==> config.mk <==
export PLATFORM = sky130hd
export DESIGN_NAME = cc_dual_timer
export DESIGN_NICKNAME = d
export VERILOG_FILES = /design/src/rtl/ccdt_pkg.sv /design/src/rtl/ccdt_channel.sv /design/src/rtl/ccdt_irq.sv /design/src/rtl/cc_dual_timer.sv
export SDC_FILE = /design/constraint.sdc
export NUM_CORES = 1
export LEC_CHECK = 0
export BUFFER_PORTS_ARGS = -buffer_cell sky130_fd_sc_hd__buf_2
export CAP_MARGIN = 20
export CORE_MARGIN = 8
export CORE_UTILIZATION = 59
export CTS_BUF_LIST = sky130_fd_sc_hd__clkbuf_16
export DETAILED_ROUTE_END_ITERATION = 8
export PLACE_DENSITY = 0.85
export SLEW_MARGIN = 20
export SYNTH_ARGS = -nofsm -noshare
export SYNTH_HDL_FRONTEND = slang
export SYNTH_HIERARCHICAL = 1
export SYNTH_SLANG_ARGS = --single-unit
==> constraint.sdc <==
create_clock -name clk -period 3.2 [get_ports clk]
set_input_delay 0.64 -clock clk [delete_from_list [all_inputs] [get_ports clk]]
set_output_delay 0.64 -clock clk [all_outputs]
set_load 0.005 [all_outputs]
==> src/rtl/ccdt_pkg.sv <==
package ccdt_pkg;

    typedef enum logic [1:0] {
        MODE_OFF      = 2'b00,
        MODE_CAP_RISE = 2'b01,
        MODE_CAP_FALL = 2'b10,
        MODE_CMP      = 2'b11
    } ccdt_mode_e;

    typedef enum logic [1:0] {
        CH_IDLE,
        CH_CAPTURE,
        CH_COMPARE,
        CH_HALTED
    } ccdt_state_e;

    typedef struct packed {
        ccdt_mode_e mode;
        logic       lvl;
        logic       ien;
    } ccdt_cfg_t;

    localparam int unsigned CTL_FLAG    = 0;
    localparam int unsigned CTL_IEN     = 1;
    localparam int unsigned CTL_IN      = 2;
    localparam int unsigned CTL_MODE_LO = 3;
    localparam int unsigned CTL_LVL     = 5;
    localparam int unsigned CTL_FORCE   = 6;
    localparam int unsigned CTL_ILVL_LO = 8;
    localparam int unsigned CTL_ARB_LO  = 12;

    function automatic ccdt_state_e run_state(input ccdt_mode_e m);
        ccdt_state_e s;
        unique case (m)
            MODE_OFF:                     s = CH_IDLE;
            MODE_CAP_RISE, MODE_CAP_FALL: s = CH_CAPTURE;
            MODE_CMP:                     s = CH_COMPARE;
        endcase
        return s;
    endfunction

endpackage

==> src/rtl/ccdt_channel.sv <==
module ccdt_channel
    import ccdt_pkg::*;
#(
    parameter int DW = 16
) (
    input  logic          clk,
    input  logic          rst_n,
    input  logic          freeze_i,
    input  logic [DW-1:0] tbase_i,
    input  logic          pin_i,
    input  logic          ctrl_we_i,
    input  logic          data_we_i,
    input  logic          stat_rd_i,
    input  logic [DW-1:0] wdata_i,
    output logic          flag_o,
    output logic          in_o,
    output logic          out_o,
    output logic [DW-1:0] data_o,
    output ccdt_cfg_t     cfg_o
);

    ccdt_state_e state_q, state_nx;
    ccdt_cfg_t   cfg_q;
    logic        flag_q, armed_q, out_q;
    logic [DW-1:0] data_q;
    logic        pin_s, pin_p;
    logic        rise, fall, cap_evt, cmp_evt, evt, clr, force_hit;
    ccdt_mode_e  wr_mode;

    // pin sampling and edge detection keep running during freeze
    always_ff @(posedge clk or negedge rst_n) begin
        if (!rst_n) begin
            pin_s <= 1'b0;
            pin_p <= 1'b0;
        end else begin
            pin_s <= pin_i;
            pin_p <= pin_s;
        end
    end

    assign rise = pin_s & ~pin_p;
    assign fall = ~pin_s & pin_p;

    // state register
    always_ff @(posedge clk or negedge rst_n) begin
        if (!rst_n) state_q <= CH_IDLE;
        else        state_q <= state_nx;
    end

    // transitions: freeze-enter, mode-follow, freeze-release
    always_comb begin
        state_nx = state_q;
        unique case (state_q)
            CH_IDLE, CH_CAPTURE, CH_COMPARE: begin
                if (freeze_i) state_nx = CH_HALTED;
                else          state_nx = run_state(cfg_q.mode);
            end
            CH_HALTED: begin
                if (!freeze_i) state_nx = run_state(cfg_q.mode);
            end
        endcase
    end

    // event decode from state
    always_comb begin
        cap_evt = 1'b0;
        cmp_evt = 1'b0;
        unique case (state_q)
            CH_CAPTURE: cap_evt = !freeze_i &&
                        ((cfg_q.mode == MODE_CAP_RISE) ? rise : fall);
            CH_COMPARE: cmp_evt = !freeze_i && (tbase_i == data_q);
            CH_IDLE, CH_HALTED: ;
        endcase
    end

    assign evt       = cap_evt | cmp_evt;
    assign clr       = ctrl_we_i && armed_q && !wdata_i[CTL_FLAG];
    assign wr_mode   = ccdt_mode_e'(wdata_i[CTL_MODE_LO +: 2]);
    assign force_hit = ctrl_we_i && wdata_i[CTL_FORCE] && (wr_mode == MODE_CMP);

    // datapath and status registers
    always_ff @(posedge clk or negedge rst_n) begin
        if (!rst_n) begin
            cfg_q   <= '0;
            flag_q  <= 1'b0;
            armed_q <= 1'b0;
            out_q   <= 1'b0;
            data_q  <= '0;
        end else begin
            if (ctrl_we_i) begin
                cfg_q.mode <= wr_mode;
                cfg_q.lvl  <= wdata_i[CTL_LVL];
                cfg_q.ien  <= wdata_i[CTL_IEN];
            end
            if (evt)      flag_q <= 1'b1;
            else if (clr) flag_q <= 1'b0;
            if (ctrl_we_i)                 armed_q <= 1'b0;
            else if (stat_rd_i && flag_q)  armed_q <= 1'b1;
            if (cap_evt)        data_q <= tbase_i;
            else if (data_we_i) data_q <= wdata_i;
            if (force_hit)    out_q <= wdata_i[CTL_LVL];
            else if (cmp_evt) out_q <= cfg_q.lvl;
        end
    end

    assign flag_o = flag_q;
    assign out_o  = out_q;
    assign data_o = data_q;
    assign cfg_o  = cfg_q;
    assign in_o   = (cfg_q.mode == MODE_CMP) ? out_q : pin_s;

endmodule

==> src/rtl/ccdt_irq.sv <==
module ccdt_irq #(
    parameter int NCH      = 2,
    parameter int VW       = 8,
    parameter int VEC_BASE = 64
) (
    input  logic [NCH-1:0] flag_i,
    input  logic [NCH-1:0] ien_i,
    input  logic [2:0]     level_i,
    output logic           req_o,
    output logic [VW-1:0]  vec_o
);

    logic [NCH-1:0] pend;

    assign pend  = flag_i & ien_i & {NCH{|level_i}};
    assign req_o = |pend;

    // lowest index wins: scanned last
    always_comb begin
        vec_o = '0;
        for (int i = NCH - 1; i >= 0; i--) begin
            if (pend[i]) vec_o = VW'(VEC_BASE + i);
        end
    end

endmodule

==> src/rtl/cc_dual_timer.sv <==
module cc_dual_timer
    import ccdt_pkg::*;
#(
    parameter int DW       = 16,
    parameter int VW       = 8,
    parameter int VEC_BASE = 64
) (
    input  logic          clk,
    input  logic          rst_n,
    input  logic          freeze_i,
    input  logic [DW-1:0] tbase_i,
    input  logic [1:0]    cap_pin_i,
    output logic [1:0]    cmp_out_o,
    input  logic          bus_sel_i,
    input  logic          bus_wr_i,
    input  logic [2:0]    bus_addr_i,
    input  logic [DW-1:0] bus_wdata_i,
    output logic [DW-1:0] bus_rdata_o,
    output logic          irq_req_o,
    output logic [2:0]    irq_level_o,
    output logic [3:0]    irq_arb_o,
    output logic [VW-1:0] irq_vec_o
);

    localparam int NCH = 2;

    logic [NCH-1:0]         flag_v, ien_v, in_v;
    logic [NCH-1:0][DW-1:0] data_v;
    ccdt_cfg_t              cfg_v [NCH];
    logic [NCH-1:0]         ctrl_we, data_we, stat_rd;
    logic [2:0]             ilvl_q;
    logic [3:0]             arb_q;
    logic                   in_block, rd_ch;

    assign in_block = bus_sel_i && !bus_addr_i[2];

    for (genvar g = 0; g < NCH; g++) begin : g_ch
        assign ctrl_we[g] = in_block && bus_wr_i && (bus_addr_i[1] == 1'(g)) && !bus_addr_i[0];
        assign data_we[g] = in_block && bus_wr_i && (bus_addr_i[1] == 1'(g)) &&  bus_addr_i[0];
        assign stat_rd[g] = in_block && !bus_wr_i && (bus_addr_i[1] == 1'(g)) && !bus_addr_i[0];

        ccdt_channel #(.DW(DW)) ch_i (
            .clk       (clk),
            .rst_n     (rst_n),
            .freeze_i  (freeze_i),
            .tbase_i   (tbase_i),
            .pin_i     (cap_pin_i[g]),
            .ctrl_we_i (ctrl_we[g]),
            .data_we_i (data_we[g]),
            .stat_rd_i (stat_rd[g]),
            .wdata_i   (bus_wdata_i),
            .flag_o    (flag_v[g]),
            .in_o      (in_v[g]),
            .out_o     (cmp_out_o[g]),
            .data_o    (data_v[g]),
            .cfg_o     (cfg_v[g])
        );
        assign ien_v[g] = cfg_v[g].ien;
    end

    // shared level and arbitration fields live in channel A's control word
    always_ff @(posedge clk or negedge rst_n) begin
        if (!rst_n) begin
            ilvl_q <= '0;
            arb_q  <= '0;
        end else if (ctrl_we[0]) begin
            ilvl_q <= bus_wdata_i[CTL_ILVL_LO +: 3];
            arb_q  <= bus_wdata_i[CTL_ARB_LO +: 4];
        end
    end

    assign rd_ch = bus_addr_i[1];

    always_comb begin
        bus_rdata_o = '0;
        if (!bus_addr_i[2]) begin
            if (bus_addr_i[0]) begin
                bus_rdata_o = data_v[rd_ch];
            end else begin
                bus_rdata_o[CTL_FLAG]         = flag_v[rd_ch];
                bus_rdata_o[CTL_IEN]          = cfg_v[rd_ch].ien;
                bus_rdata_o[CTL_IN]           = in_v[rd_ch];
                bus_rdata_o[CTL_MODE_LO +: 2] = cfg_v[rd_ch].mode;
                bus_rdata_o[CTL_LVL]          = cfg_v[rd_ch].lvl;
                if (!rd_ch) begin
                    bus_rdata_o[CTL_ILVL_LO +: 3] = ilvl_q;
                    bus_rdata_o[CTL_ARB_LO +: 4]  = arb_q;
                end
            end
        end
    end

    ccdt_irq #(.NCH(NCH), .VW(VW), .VEC_BASE(VEC_BASE)) irq_i (
        .flag_i  (flag_v),
        .ien_i   (ien_v),
        .level_i (ilvl_q),
        .req_o   (irq_req_o),
        .vec_o   (irq_vec_o)
    );

    assign irq_level_o = ilvl_q;
    assign irq_arb_o   = arb_q;

endmodule

; Word level (Yosys, flattened, before mapping)
; Cells that the tools add are included.
[word_totals]
register_bits = 61
mem_bits_ro = 0
latch_bits = 0
output_inout_bits = 34
mem_count = 0
mem_bits_rw = 0
[op_classes]
muxes = 51
reduce_logical = 50
n_div = 0
magnitude_cmp = 2
addsub = 0
eq_ne = 17
n_shift = 0
n_bitwise = 14
n_mul = 0
[op_table]
columns = operator, count
row1 = $mux W16, 7
row2 = $eq A16 B16 Y1, 2
row3 = $logic_and A1 B1 Y1, 27
row4 = $mux W1, 25
row5 = $mux W4, 5
row6 = $eq A2 B2 Y1 const B, 9
row7 = $reduce_bool A2 Y1, 8
row8 = $mux W7, 2
row9 = $pmux W2 S3, 2
row10 = $mux W2, 5
row11 = $reduce_or A3 Y1, 3
row12 = $eq A2 B1 Y1 const B, 4
row13 = $logic_not A2 Y1, 4
row14 = $pmux W2 S2, 2
row15 = $mux W3, 2
row16 = $mux W6, 1
row17 = $reduce_or A2 Y1, 3
row18 = $logic_not A1 Y1, 5
row19 = $not A1 Y1, 5
row20 = $and A1 B1 Y1, 4
row21 = $and A2 B2 Y2, 2
row22 = $ne A2 B2 Y1 const B, 2
row23 = $ge A2 B2 Y1 const B, 1
row24 = $lt A1 B2 Y1 const B, 1
row25 = other kinds (2), 3

; Longest topological paths before layout
[depth]
word_depth = 9
mapped_depth = 9
depth_no_buf = 7

; Cells and area by module
; Netlist, hierarchy kept.
[by_module_without_submodules]
columns = module, area_each_um2, seq_area_each_um2, n_inst, cells_per_inst
row1 = ccdt_channel, 1386.3, 675.6, 2, 132
row2 = cc_dual_timer, 744.5, 175.2, 1, 71
row3 = ccdt_irq, 91.3, 0.0, 1, 13

; Least setup slack after synthesis
; OpenSTA, ideal clock, no wires.
[synth_timing]
path_type = input -> register
start = in bus_addr_i[0]
end = reg g_ch[0].ch_i.data_q[9]
path_slack_ps = 1031
cell_stages = 8
setup_time_ps = 137
t_arrival_ps = 2032
cell_sequence = buf_2 buf_2 inv_1 nor3_1 buf_2 buf_2 mux2i_1 a21oi_1
[synth_via]
elab_chain_len = 2
[synth_lines]
columns = item, line
row1 = start: declaration, cc_dual_timer.sv:16  ; input logic [2:0] bus_addr_i,
row2 = $logic_and A1 B1 Y1, cc_dual_timer.sv:39  ; assign data_we[g] = in_block && bus_wr_i && (bus_addr_i[1] == 1'(g)) && bus_addr_i[0];
row3 = named net data_we[0], cc_dual_timer.sv:30  ; logic [NCH-1:0] ctrl_we, data_we, stat_rd;
row4 = $reduce_bool A2 Y1 (no source line), n/a
row5 = end signal: assignment, ccdt_channel.sv:99  ; if (cap_evt) data_q <= tbase_i;
row6 = end signal: assignment, ccdt_channel.sv:100  ; else if (data_we_i) data_q <= wdata_i;
row7 = end: declaration, ccdt_channel.sv:25  ; logic [DW-1:0] data_q;
; The timed path passes the listed nets, and every way through them passes these cells.
; A chain may end at the register's enable or synchronous reset.

; Worst setup path in the final report
[layout_timing]
start = reg g_ch[1].ch_i.cfg_q (netlist bit g_ch[1].ch_i/cfg_o[2])
end = out bus_rdata_o[2]
[layout_via]
elab_chain_len = 6
[layout_lines]
columns = item, line
row1 = start: declaration, ccdt_channel.sv:23  ; ccdt_cfg_t cfg_q;
row2 = $eq A2 B2 Y1, ccdt_channel.sv:110  ; assign in_o = (cfg_q.mode == MODE_CMP) ? out_q : pin_s;
row3 = $mux W1, ccdt_channel.sv:110
row4 = named net in_v[1], cc_dual_timer.sv:27  ; logic [NCH-1:0] flag_v, ien_v, in_v;
row5 = $mux W1 (not written as such) (2 in series), cc_dual_timer.sv:82  ; bus_rdata_o[CTL_IN] = in_v[rd_ch];
row6 = $mux W6, cc_dual_timer.sv:77  ; if (bus_addr_i[0]) begin
row7 = $mux W16, cc_dual_timer.sv:76  ; if (!bus_addr_i[2]) begin
row8 = end: declaration, cc_dual_timer.sv:18  ; output logic [DW-1:0] bus_rdata_o,
; The timed path passes the listed nets, and every way through them passes these cells. The select of a mux whose other input is x is not followed.

==> flow_summary_export.csv <==
group,metric,value,unit
outcome,status,"finished, final reports clean",
global_route,grt_pass1_vias,3002,
floorplanning,ioPinCount,76,
critical_path,reg2reg_slack,1.52,ns
critical_path,path_cells,"ha_1, mux2_2, mux4_2, nor2b_1, buf_2",
clocking,cts_resized,0,
clocking,clk_latency,0.33,ns
synthesis,synth_seq_cells,61,
global_route,grt_overflow,0,
routing,first_pass_iters,4,
critical_path,slowest_delay,0.46,ns
power_and_ir_drop,cellPowerDensity,726,mW/mm^2
routing,dr_total_vias,2901,
clocking,numCtsBuffers,9,
synthesis,synthesis.area,0.00361,sq mm
floorplanning,dieWidth,94.2,um
timing,rsz0062_at_grt,"no",
layout,fin_nets,462,
min_path,hold_class,"in2async",
routing,avgViaCountPerCell,5.91,
layout,final_cell_area,0.00425,sq mm
floorplanning,start_util,60.9,%
timing,finalSetupViolCount,0,
layout,layout-drive-gt1-share,30.8,%
critical_path,crit_path_start_kind,"flop",
timing,period_minus_slack,2.67,ns
clocking,h-tree-depth,3,
routing,first_iter_violations,227,
critical_path,endpoint,"bus_rdata_o[2]",
critical_path,worstPathArrival,2.03,ns
flow_run,cap_violations,0,
clocking,cts.path.max_buffers,2,
layout,fill_cells,441,
timing,hold_viol,0,
clocking,cts_sinks,61,
critical_path,crit_slowest_cell,"mux4_2",
placement,placement.cell_area,0.00398,sq mm
timing,skew,0.00546,ns
layout,fin_util,71.8,%
synthesis,ys_types,34,
floorplanning,rows,28,
routing,drc,0,
critical_path,reg2reg_to,"g_ch[1].ch_i/out_o",
critical_path,reg2reg_from,"g_ch[1].ch_i/data_o[14]",
floorplanning,fp.coreArea,0.00592,sq mm
clocking,clk_pin_slew_worst_paths,0.05,ns
layout,n_antenna_cell,0,
layout,register_area,0.00153,sq mm
floorplanning,die_h,94.2,um
critical_path,critPathKind,"reg2out",
synthesis,ys_seq_area_share,42.3,%
power_and_ir_drop,p_leak,1.83,nW
global_route,track_usage,22.5,%
power_and_ir_drop,vdd_drop_max,560,uV
placement,dpl.hpwl,6.58,mm
clocking,ctsRootBufferMaster,"clkbuf_16",
global_route,grt_start_max_net_pins,41,
timing,fmax,0.375,GHz
critical_path,reg2regPathDepth,5,
critical_path,worstPathRequired,2.56,ns
clocking,cts-hold-fix-buffers,0,
layout,multiInputGateArea,0.00196,sq mm
synthesis,synth_cells,348,
global_route,grt_first_pass_wirelength,15.3,mm
routing,wl,9.42,mm
placement,port_buffers,69,
placement,gp_congestion,0.838,
routing,postRouteAntennaNets,0,
layout,syn2layout_area_growth,17.8,%
critical_path,crit_path_start,"g_ch[1].ch_i/cfg_o[2]",
timing,slew_headroom,43.9,%
critical_path,end_kind,"output port",
clocking,cts_tree,"yes",
clocking,post-cts-setup-buffers,0,
critical_path,critPathMaxFanout,5,
synthesis,postSynthAreaPerCell,10.4,sq um
timing,report.final.slew_viol_count,0,
global_route,antenna_found_initial,0,
timing,period_share,83.4,%
floorplanning,fp.dieArea,0.00887,sq mm
routing,wl_per_cell,19.2,um
synthesis,ys_warn_count,6,
timing,worst_pin_slew,0.838,ns
timing,totalNegativeSetupSlack,0,ns
[critical path: cells and delay by family, from the launching register on]
family	cells	cell delay, ns
muxes	2	0.81
adders and majority gates	1	0.19
DFF	1	0.44
buffers and inverters	1	0.14
and+or+nand+nor	1	0.14
[logic make-up (layout without fill, tap and decap cells)]
group,after synthesis,after routing,synth area share (%)
AOI/OAI and AO/OA,52,52,8.11
other,1,6,0.104
xor gates and xnor gates,32,32,7.77
adders and majority gates,6,6,2.08
and+or+nand+nor,105,105,15.2
DFF,61,61,42.3
buffers and inverters,28,91,4.09
muxes,63,63,20.3
[cell usage after synthesis]
cell,n,area (sq um)
buf_2,7,35.0
mux2i_1,35,350
nand4_1,8,50.1
nor4_2,2,25.0
buf_6,1,11.3
dfrtp_1,61,1530
inv_1,4,15.0
nand3b_4,1,20.0
nor3_4,1,16.3
nand2b_1,5,31.3
o21ai_0,4,20.0
nor3_2,3,30.0
mux2_2,22,248
a31oi_1,2,12.5
nor2_1,53,199
nand2_1,11,41.3
mux4_2,6,135
xor2_1,6,52.6
or3b_2,1,8.76
o22ai_1,2,12.5
xnor2_1,26,228
buf_4,7,52.6
conb_1,1,3.75
ha_1,6,75.1
nor2b_1,6,37.5
nor3b_2,1,12.5
or2_2,2,12.5
nand3_1,6,30.0
a22oi_1,7,52.6
nor3_1,3,15.0
clkbuf_1,9,33.8
a21oi_1,35,175
nand3_2,2,20.0
a21bo_1,2,20.0
[power by group]
group	internal, mW	switching [mW]	total (mW)	leakage, nW
clock	0.580	0.311	0.891	0.132
sequential	1.03	0.256	1.28	0.703
combinational	0.495	0.418	0.913	0.990
total	2.10	0.985	3.09	1.83
[through the flow]
stage | hold WS, ns | cells | total power [mW] | worst slack (ns)
after floorplan | 0.344 | 353 | 1.88 | 1.03
after detailed placement | 0.405 | 478 | 2.18 | 0.537
after global routing | 0.320 | 491 | 3.26 | 0.457
after global placement | 0.397 | 478 | 2.14 | 0.562
after CTS | 0.292 | 491 | 3.10 | 0.526
final | 0.286 | 491 | 3.09 | 0.531
[final cells by class]
| class | instances | area share (%) |
|---|---|---|
| Timing Repair Buffer | 74 | 9.01 |
| Multi-Input combinational cell | 264 | 46.2 |
| Sequential cell | 61 | 35.9 |
| Clock inverter | 4 | 1.00 |
| Inverter | 4 | 0.353 |
| Clock buffer | 9 | 5.30 |
| Tap cell | 75 | 2.21 |
[placed cells by master, fill, tap and decap left out, types with 2 or more instances in the layout]
master and n:
conb_1 6, nor4_2 2, nand2b_1 5, o21ai_0 4, nor3_2 5, nor2b_1 6
a31oi_1 2, nor2_1 53, dfrtp_1 61, mux4_2 6, nand2_1 11, a21oi_1 35
ha_1 6, xnor2_1 26, nand3_2 2, xor2_1 6, buf_4 5, inv_1 4
nand3_1 6, clkinv_1 2, nand4_1 8, mux2i_1 35, mux2_2 22, clkbuf_16 9
a22oi_1 7, buf_2 69, a21bo_1 2, or2_2 2, o22ai_1 2
[registers in the layout (all words and copies together) (netlist names)]
name and flops:
irq_level_o 3, g_ch.ch_i/pin_s 2, g_ch.ch_i/state_q 4, g_ch.ch_i/cfg_o 8, g_ch.ch_i/data_o 32, g_ch.ch_i/pin_p 2
g_ch.ch_i/flag_o 2, g_ch.ch_i/armed_q 2, irq_arb_o 4, g_ch.ch_i/out_o 2
[how the worst min path moves through the flow]
stage	cells past startpoint	to	from	slack [ns]
3_3_place_gp	0	g_ch[1].ch_i/pin_p	g_ch[1].ch_i/pin_s	0.40
6_report	1	g_ch[1].ch_i/out_o	rst_n	0.29
3_5_place_dp	0	g_ch[0].ch_i/pin_p	g_ch[0].ch_i/pin_s	0.41
5_1_grt	1	g_ch[1].ch_i/pin_p	rst_n	0.32
2_1_floorplan	0	g_ch[0].ch_i/armed_q	rst_n	0.34
4_1_cts	1	g_ch[1].ch_i/data_o[15]	rst_n	0.29
[layer usage]
metal / up-vias / global-route usage (%) / routed length, um
met1: 1406 / 28.6 / 3840
met2: 135 / 34.4 / 4450
met3: 22 / 6.71 / 882
met4: 0 / 10.2 / 245
met5: - / 0 / 0
li1: 1338 / - / -
Power figures use the tool's default switching activity.
